[config.mk]
export PLATFORM = sky130hd
export DESIGN_NAME = swsmi_timer
export DESIGN_NICKNAME = d
export VERILOG_FILES = /design/src/rtl/swsmi_pkg.sv /design/src/rtl/swsmi_cfg_reg.sv /design/src/rtl/swsmi_period_lut.sv /design/src/rtl/swsmi_tick_counter.sv /design/src/rtl/swsmi_timer.sv
export SDC_FILE = /design/constraint.sdc
export NUM_CORES = 1
export LEC_CHECK = 0
export ABC_AREA = 1
export BUFFER_PORTS_ARGS = -buffer_cell sky130_fd_sc_hd__buf_2
export CAP_MARGIN = 20
export CORE_ASPECT_RATIO = 0.8
export CORE_MARGIN = 2
export CORE_UTILIZATION = 39
export CTS_CLUSTER_SIZE = 12
export DETAILED_ROUTE_END_ITERATION = 6
export PLACE_DENSITY_LB_ADDON = 0.1
export SYNTH_ARGS = -nofsm -noshare
export SYNTH_HDL_FRONTEND = slang
export SYNTH_HIERARCHICAL = 1
export SYNTH_SLANG_ARGS = --single-unit
[constraint.sdc]
create_clock -name clk -period 6.1 [get_ports clk]
set_clock_uncertainty 0.05 [all_clocks]
set_input_delay 0 -clock clk [delete_from_list [all_inputs] [get_ports clk]]
set_output_delay 0 -clock clk [all_outputs]
set_load 0.1 [all_outputs]
[src/rtl/swsmi_pkg.sv]
package swsmi_pkg;

    typedef enum logic [1:0] {
        TS_IDLE   = 2'd0,
        TS_RUN    = 2'd1,
        TS_EXPIRE = 2'd2
    } tmr_state_e;

    localparam int CFG_W     = 8;
    localparam int RATE_LSB  = 6;
    localparam int RATE_W    = 2;
    localparam int NUM_RATES = 1 << RATE_W;

    // Interval length in half-millisecond units for each rate code.
    function automatic int rate_halfms(input int code);
        case (code)
            0:       return 3;
            1:       return 32;
            2:       return 64;
            default: return 128;
        endcase
    endfunction

    // Ticks for a rate code, rounded up.
    function automatic int rate_ticks(input int code, input int ticks_per_ms);
        return (rate_halfms(code) * ticks_per_ms + 1) / 2;
    endfunction

endpackage

[src/rtl/swsmi_cfg_reg.sv]
module swsmi_cfg_reg
    import swsmi_pkg::*;
(
    input  logic                 clk,
    input  logic                 rtc_rst_n,
    input  logic                 wr_en,
    input  logic [CFG_W-1:0]     wr_data,
    output logic [RATE_W-1:0]    rate_sel,
    output logic [CFG_W-1:0]     rdata
);

    logic [RATE_W-1:0] rate_q;

    // Only the RTC-domain reset clears the rate field.
    always_ff @(posedge clk or negedge rtc_rst_n) begin
        if (!rtc_rst_n) begin
            rate_q <= '0;
        end else if (wr_en) begin
            rate_q <= wr_data[RATE_LSB +: RATE_W];
        end
    end

    assign rate_sel = rate_q;
    assign rdata    = CFG_W'(rate_q) << RATE_LSB;

endmodule

[src/rtl/swsmi_period_lut.sv]
module swsmi_period_lut
    import swsmi_pkg::*;
#(
    parameter int TICKS_PER_MS = 2,
    parameter int CNT_W        = 8
) (
    input  logic [RATE_W-1:0] rate_sel,
    output logic [CNT_W-1:0]  period
);

    logic [CNT_W-1:0] tbl [NUM_RATES];

    for (genvar gi = 0; gi < NUM_RATES; gi++) begin : g_rate
        localparam int PER_TICKS = rate_ticks(gi, TICKS_PER_MS);
        assign tbl[gi] = CNT_W'(PER_TICKS);
    end

    assign period = tbl[rate_sel];

endmodule

[src/rtl/swsmi_tick_counter.sv]
module swsmi_tick_counter #(
    parameter int CNT_W = 8
) (
    input  logic             clk,
    input  logic             rst_n,
    input  logic             clr,
    input  logic             adv,
    input  logic [CNT_W-1:0] lim,
    output logic [CNT_W-1:0] cnt,
    output logic             at_last
);

    always_ff @(posedge clk or negedge rst_n) begin
        if (!rst_n) begin
            cnt <= '0;
        end else if (clr) begin
            cnt <= '0;
        end else if (adv) begin
            cnt <= cnt + CNT_W'(1);
        end
    end

    assign at_last = (cnt == lim - CNT_W'(1));

endmodule

[src/rtl/swsmi_timer.sv]
module swsmi_timer
    import swsmi_pkg::*;
#(
    parameter int TICKS_PER_MS = 2
) (
    input  logic             clk,
    input  logic             rst_n,
    input  logic             rtc_rst_n,
    input  logic             tmr_en,
    input  logic             tick,
    input  logic             wr_en,
    input  logic [CFG_W-1:0] wr_data,
    output logic [CFG_W-1:0] cfg_rdata,
    output logic             smi_timeout
);

    localparam int MAX_PER = rate_ticks(NUM_RATES - 1, TICKS_PER_MS);
    localparam int CNT_W   = $clog2(MAX_PER + 1);

    tmr_state_e        state_q, state_d;
    logic [RATE_W-1:0] rate_sel;
    logic [CNT_W-1:0]  per_sel;
    logic [CNT_W-1:0]  lim_q;
    logic [CNT_W-1:0]  cnt_q;
    logic              at_last;
    logic              elapse;
    logic              cnt_clr;
    logic              lim_load;

    swsmi_cfg_reg u_cfg (
        .clk       (clk),
        .rtc_rst_n (rtc_rst_n),
        .wr_en     (wr_en),
        .wr_data   (wr_data),
        .rate_sel  (rate_sel),
        .rdata     (cfg_rdata)
    );

    swsmi_period_lut #(
        .TICKS_PER_MS (TICKS_PER_MS),
        .CNT_W        (CNT_W)
    ) u_lut (
        .rate_sel (rate_sel),
        .period   (per_sel)
    );

    // A tick on the last count ends the interval.
    assign elapse   = tmr_en && tick && at_last && (state_q != TS_IDLE);
    assign cnt_clr  = (state_q == TS_IDLE) || !tmr_en || elapse;
    assign lim_load = (state_q == TS_IDLE) || elapse;

    swsmi_tick_counter #(
        .CNT_W (CNT_W)
    ) u_cnt (
        .clk     (clk),
        .rst_n   (rst_n),
        .clr     (cnt_clr),
        .adv     (tick),
        .lim     (lim_q),
        .cnt     (cnt_q),
        .at_last (at_last)
    );

    // Interval length: follows the register in IDLE, latched at each restart.
    always_ff @(posedge clk or negedge rst_n) begin
        if (!rst_n) begin
            lim_q <= CNT_W'(MAX_PER);
        end else if (lim_load) begin
            lim_q <= per_sel;
        end
    end

    // State register.
    always_ff @(posedge clk or negedge rst_n) begin
        if (!rst_n) begin
            state_q <= TS_IDLE;
        end else begin
            state_q <= state_d;
        end
    end

    // Next-state logic.
    always_comb begin
        state_d = state_q;
        unique case (state_q)
            TS_IDLE: begin
                if (tmr_en) state_d = TS_RUN;               // start
            end
            TS_RUN: begin
                if (!tmr_en)      state_d = TS_IDLE;        // halt
                else if (elapse)  state_d = TS_EXPIRE;      // elapse
            end
            TS_EXPIRE: begin
                if (!tmr_en)      state_d = TS_IDLE;        // halt
                else if (elapse)  state_d = TS_EXPIRE;
                else              state_d = TS_RUN;         // resume
            end
            default: state_d = TS_IDLE;
        endcase
    end

    // Output process.
    always_comb begin
        smi_timeout = (state_q == TS_EXPIRE);
    end

endmodule

==> impl_metrics.env, run 1 <==
export IMPL_cts_resized_gates=0
export IMPL_cts_tree="built"
export IMPL_crit_required_ps=6190
export IMPL_reg2reg_to="u_cnt/cnt[5]"
export IMPL_max_stage_delay_ps=440
export IMPL_switching_power_uw=114
export IMPL_status="complete, no violations"
export IMPL_rsz0062_at_grt="no"
export IMPL_detail_route_vias_per_cell=4.63
export IMPL_use_met3_pct=4.31
export IMPL_fmax_mhz=368
export IMPL_internal_power_uw=214
export IMPL_worst_slack_ps=3380
export IMPL_pre_cts_slack_ps=3490
export IMPL_diodes=0
export IMPL_worst_setup_path_start_kind="register"
export IMPL_rrSetupSlack_ps=3380
export IMPL_crit_type="reg2reg"
export IMPL_track_usage_pct=15.1
export IMPL_drt_iter0_markers=97
export IMPL_synth_seq_area_share_pct=36.8
export IMPL_nNetsFinal=230
export IMPL_p_clk_share_pct=27.7
export IMPL_route_detailed_drc=0
export IMPL_busiest_layer="met2"
export IMPL_switching_share_pct=34.8
export IMPL_synth_edff_count=0
export IMPL_synth_area_leaders="dfrtp_1 35%, nand2_1 16%, nand3_1 8.1%"
export IMPL_grt_max_degree=19
export IMPL_r2r_start="lim_q[0]"
export IMPL_synth_top_cell_area_share_pct=34.9
export IMPL_synthTopCellsByCount="59 x nand2_1, 22 x nand3_1, 21 x inv_1, 21 x nor2_1, 19 x dfrtp_1"
export IMPL_wl_per_cell_um=10.7
export IMPL_synth_cell_types=23
export IMPL_numCtsBuffers=3
export IMPL_cellPowerDensity_mw_per_mm2=212
export IMPL_synthFlopType="dfrtp_1"
export IMPL_die_height_um=56.9
export IMPL_first_pass_iters=4
export IMPL_rows=19
export IMPL_h_tree_depth=1
export IMPL_placed_cell_area_mm2=0.00139
export IMPL_cp_max_fo=12
export IMPL_postRouteAntennaNets=0
export IMPL_die_area_mm2=0.00399
export IMPL_synth_seq_cells=20
export IMPL_synth_top_area_cell="dfrtp_1"
export IMPL_power_frac_seq_pct=46.1
export IMPL_wl_um=2720
export IMPL_vias=1181
export IMPL_avgSynthCellArea_um2=7.03
export IMPL_grt_pass1_vias=1079
export IMPL_syn_inst=194
export IMPL_core_area_mm2=0.00340
export IMPL_setup_viol=0
export IMPL_io_buffer_count=10
export IMPL_grt_use_met1_pct=20.3
export IMPL_clock_latency_ps=260
export IMPL_final_cells=255
export IMPL_synth_most_common_cell="nand2_1"
export IMPL_io_pins=23
export IMPL_synth_area_mm2=0.00136
export IMPL_cts_setup_buffers=0
export IMPL_grt_pass1_wl_um=4740
export IMPL_cts_sinks=20
export IMPL_cts_root_buf="clkbuf_8"
export IMPL_period_minus_slack_ps=2720
export IMPL_fin_tns_setup_ps=0
export IMPL_dp_cells=240
export IMPL_clock_path_buffers=2
export IMPL_yosys_warnings=6
export IMPL_antenna_found_initial=0
export IMPL_reg2regPathDepth=15
export IMPL_maxCapViolations=0
export IMPL_worst_ir_drop_vdd_v=0.000144
export IMPL_syn_to_final_growth_pct=13.4
export IMPL_hp_class="in2async"
export IMPL_cts_clk_slew_worst_paths_ps=80
export IMPL_gr_usage_met2_pct=25.0
export IMPL_pwr_share_comb_pct=26.2
export IMPL_final_area_mm2=0.00155
export IMPL_overflow=0
export IMPL_ctsHoldBuffers=11
export IMPL_hold_viol_final=0
export IMPL_static_leakage_power_uw=0.000799
export IMPL_fin_crit_sh_pct=44.6
export IMPL_initial_utilization_pct=40.1
export IMPL_chipWidth_um=70.1
export IMPL_drive_gt1_share_pct=12.7
export IMPL_synthArstFlopShare_pct=100
export IMPL_slowest_stage="dfrtp_1"
export IMPL_slew_viol_final=0
export IMPL_worstSetupEndpointType="register"
export IMPL_cp_cell_sequence="inv_1, ha_1, nand2_1, nor2_1, nand3_1, nand2_1, nand3_1, nor2_1, nand3_2, nand3_1, nor2_2, nor2_4, nand2_1, nor3_1, nor2_1"
export IMPL_place_hpwl_um=2040
export IMPL_gp_congestion=0.786
export IMPL_arrival_ps=2810
==> kinds of logic (layout without fill, tap and decap cells) <==
kind of cell | count (synthesis) | count (layout) | synth area share, %
AOI/OAI and AO/OA | 11 | 11 | 4.22
adders and majority gates | 2 | 2 | 1.83
buffers and inverters | 38 | 50 | 14.3
DFF | 20 | 20 | 36.8
other | 2 | 9 | 0.551
and+or+nand+nor | 113 | 113 | 37.2
xor gates and xnor gates | 8 | 8 | 5.14
==> metal layers <==
metal	part of all wire, %	vias to the layer above
met5	0	-
met4	0.48	0
met3	4.1	2
met2	44	23
met1	51	538
li1	-	618
==> power by group through the flow <==
stage	Combinational [uW]	Sequential, uW	Clock (uW)
2_1_floorplan	72.5	151	0
3_3_place_gp	78.3	154	0
3_5_place_dp	79.2	154	0
4_1_cts	85.7	151	94.1
5_1_grt	95.5	153	102
6_report	85.7	151	90.9
==> how the worst max path moves through the flow <==
stage	startpoint	endpoint	slack, ps	cells past startpoint
finish	lim_q[0]	u_cnt/cnt[5]	3380	15
global route	lim_q[0]	u_cnt/cnt[5]	3100	17
CTS	lim_q[0]	u_cnt/cnt[6]	3450	16
detailed placement	lim_q[0]	u_cnt/cnt[5]	3490	15
global placement	lim_q[0]	u_cnt/cnt[5]	3470	15
floorplan	lim_q[0]	u_cnt/cnt[6]	3870	15
==> per-stage QoR <==
step	utilization [%]	hold WS, ps	total power, uW
after floorplan	-	-346	224
after global placement	40.9	-264	232
after detailed placement	40.9	-263	233
after CTS	45.5	155	331
after global routing	45.5	176	351
final	45.5	140	328
==> placed cells by master, fill, tap and decap left out, types with 4 or more instances in the layout <==
cell type / synthesis / final
dfrtp_1: 19 / 19
nand3_1: 22 / 22
dlygate4sd3_1: 0 / 11
buf_2: 0 / 10
xor2_1: 5 / 5
nand2_1: 59 / 59
inv_2: 4 / 4
o21ai_0: 4 / 4
conb_1: 2 / 9
inv_1: 21 / 21
nor2_1: 21 / 21
==> layout make-up <==
| class | count | area [um2] |
|---|---|---|
| Fill cell | 351 | 1850 |
| Multi-Input combinational cell | 143 | 693 |
| Sequential cell | 20 | 502 |
| Timing Repair Buffer | 21 | 160 |
| Inverter | 25 | 93.8 |
| Tap cell | 42 | 52.6 |
| Clock buffer | 4 | 45.0 |
==> registers in the layout, indices dropped and copies added (netlist names) <==
register / flops
u_cfg/rate_sel: 2
state_q: 2
u_cnt/cnt: 8
lim_q: 8
==> critical path: cells and delay by family (launching register included) <==
kind          cells  cell delay [ps]
fa+ha+maj         1              220
flops             1              440
simple gates     13             1780
buf+inv           1              110
Power figures use the tool's default switching activity.
==> inputs of run 2 (changes only) <==
==> constraint.sdc (replaced) <==
create_clock -name clk -period 2.33 [get_ports clk]
set_clock_uncertainty 0.05 [all_clocks]
set_input_delay 0 -clock clk [delete_from_list [all_inputs] [get_ports clk]]
set_output_delay 0 -clock clk [all_outputs]
set_load 0.1 [all_outputs]
==> impl_metrics.env, run 2 (synthesized netlist as in run 1, its figures left out) <==
export IMPL_period_minus_slack_ps=2170
export IMPL_slew_viol_final=0
export IMPL_hp_class="in2async"
export IMPL_grt_pass1_wl_um=4730
export IMPL_top_regs="lim_q: 8 flops, u_cnt/cnt: 8 flops"
export IMPL_fin_crit_sh_pct=93.0
export IMPL_r2r_start="lim_q[1]"
export IMPL_cts_tree="built"
export IMPL_cts_root_buf="clkbuf_8"
export IMPL_final_area_mm2=0.00164
export IMPL_cts_sinks=20
export IMPL_drt_iter0_markers=61
export IMPL_h_tree_depth=1
export IMPL_die_height_um=56.9
export IMPL_initial_utilization_pct=40.1
export IMPL_switching_share_pct=33.9
export IMPL_fmax_mhz=462
export IMPL_worst_ir_drop_vdd_v=0.000344
export IMPL_p_clk_share_pct=29.6
export IMPL_nNetsFinal=237
export IMPL_crit_required_ps=2470
export IMPL_internal_power_uw=603
export IMPL_crit_path_start="lim_q[1]"
export IMPL_postRouteAntennaNets=0
export IMPL_route_detailed_drc=0
export IMPL_place_hpwl_um=1980
export IMPL_rsz0062_at_grt="yes"
export IMPL_clock_latency_ps=260
export IMPL_mostFrequentLayoutCells="58 x nand2_1, 21 x nand3_1, 20 x nor2_1, 19 x inv_1, 19 x dfrtp_1"
export IMPL_overflow=0
export IMPL_layout_commonest_cell="nand2_1"
export IMPL_rows=19
export IMPL_drive_gt1_share_pct=18.6
export IMPL_cts_clk_slew_worst_paths_ps=80
export IMPL_crit_type="reg2reg"
export IMPL_status="complete, no violations"
export IMPL_cp_max_fo=3
export IMPL_io_pins=23
export IMPL_track_usage_pct=14.9
export IMPL_maxCapViolations=0
export IMPL_grt_max_degree=19
export IMPL_placed_cell_area_mm2=0.00142
export IMPL_gp_congestion=0.763
export IMPL_core_area_mm2=0.00340
export IMPL_pre_cts_slack_ps=156
export IMPL_io_buffer_count=10
export IMPL_hold_viol_final=0
export IMPL_chipWidth_um=70.1
export IMPL_grt_pass1_vias=1080
export IMPL_wl_um=2720
export IMPL_switching_power_uw=310
export IMPL_setup_viol=0
export IMPL_arrival_ps=2310
export IMPL_worstSetupEndpointType="register"
export IMPL_numCtsBuffers=3
export IMPL_worst_setup_path_start_kind="register"
export IMPL_diodes=0
export IMPL_antenna_found_initial=0
export IMPL_die_area_mm2=0.00399
export IMPL_wl_per_cell_um=10.4
export IMPL_clock_path_buffers=2
export IMPL_pwr_share_comb_pct=27.3
export IMPL_static_leakage_power_uw=0.000843
export IMPL_detail_route_vias_per_cell=4.58
export IMPL_cellPowerDensity_mw_per_mm2=555
export IMPL_vias=1200
export IMPL_power_frac_seq_pct=43.2
export IMPL_first_pass_iters=4
export IMPL_worst_slack_ps=164
export IMPL_syn_to_final_growth_pct=20.6
run 2: path summary, 6_finish.rpt:
check	to	slack (ps)	cells after the start
setup / recovery	u_cnt/cnt[6]	160	15
hold / removal	state_q[1]	140	2
setup reg to reg	u_cnt/cnt[6]	160	15
hold reg to reg	lim_q[7]	450	2
max in group asynchronous	u_cfg/rate_sel[1]	1570	3
min in group clk	lim_q[7]	450	2
run 2: layer usage:
| layer | part of all wire (%) | routed length (um) | GRT usage, % |
|---|---|---|---|
| met5 | 0 | 0 | 0 |
| met4 | 0.48 | 13 | 1.92 |
| met3 | 4.1 | 111 | 4.85 |
| met2 | 46 | 1250 | 25.0 |
| met1 | 50 | 1350 | 19.3 |
run 2: worst max-delay path: stages, from the launching register on:
cell	delay, ps
dfrtp_1	380
inv_2	50
ha_4	260
xor2_1	150
nand3_1	100
nor2_1	90
nand3_1	90
nor2_2	140
nand3_2	110
nand3_4	90
nor2_4	50
nor2_4	140
nand3_2	90
o21ai_1	140
nand2_1	60
nor2_1	100
run 2: area by class of cell:
| type | instances | area, um2 |
|---|---|---|
| Clock buffer | 4 | 55.1 |
| Fill cell | 349 | 1760 |
| Inverter | 25 | 93.8 |
| Multi-Input combinational cell | 143 | 728 |
| Sequential cell | 20 | 502 |
| Tap cell | 42 | 52.6 |
| Timing Repair Buffer | 28 | 213 |
run 2: power by group through the flow:
stage | logic, uW | registers, uW | clock network [uW]
6_report | 249 | 394 | 270
5_1_grt | 273 | 399 | 300
4_1_cts | 234 | 394 | 282
3_5_place_dp | 217 | 400 | 0
3_3_place_gp | 214 | 401 | 0
2_1_floorplan | 190 | 396 | 0
run 2: what timing repair did:
item	in CTS	in global routing
setup buffers	0	3
endpoints found under the setup margin	0	3
endpoints found under the hold margin	24	0
hold buffers	11	0
resized for setup	0	9
run 2: per-stage QoR:
stage	power (uW)	cells	TNS (ps)	util (%)	hold WS, ps
after CTS	910	259	0	46.7	160
after floorplan	586	201	0	-	-346
after detailed placement	617	244	0	41.8	-263
final	912	262	0	48.4	143
after global placement	614	244	0	41.8	-264
after global routing	972	262	-51.3	48.4	182
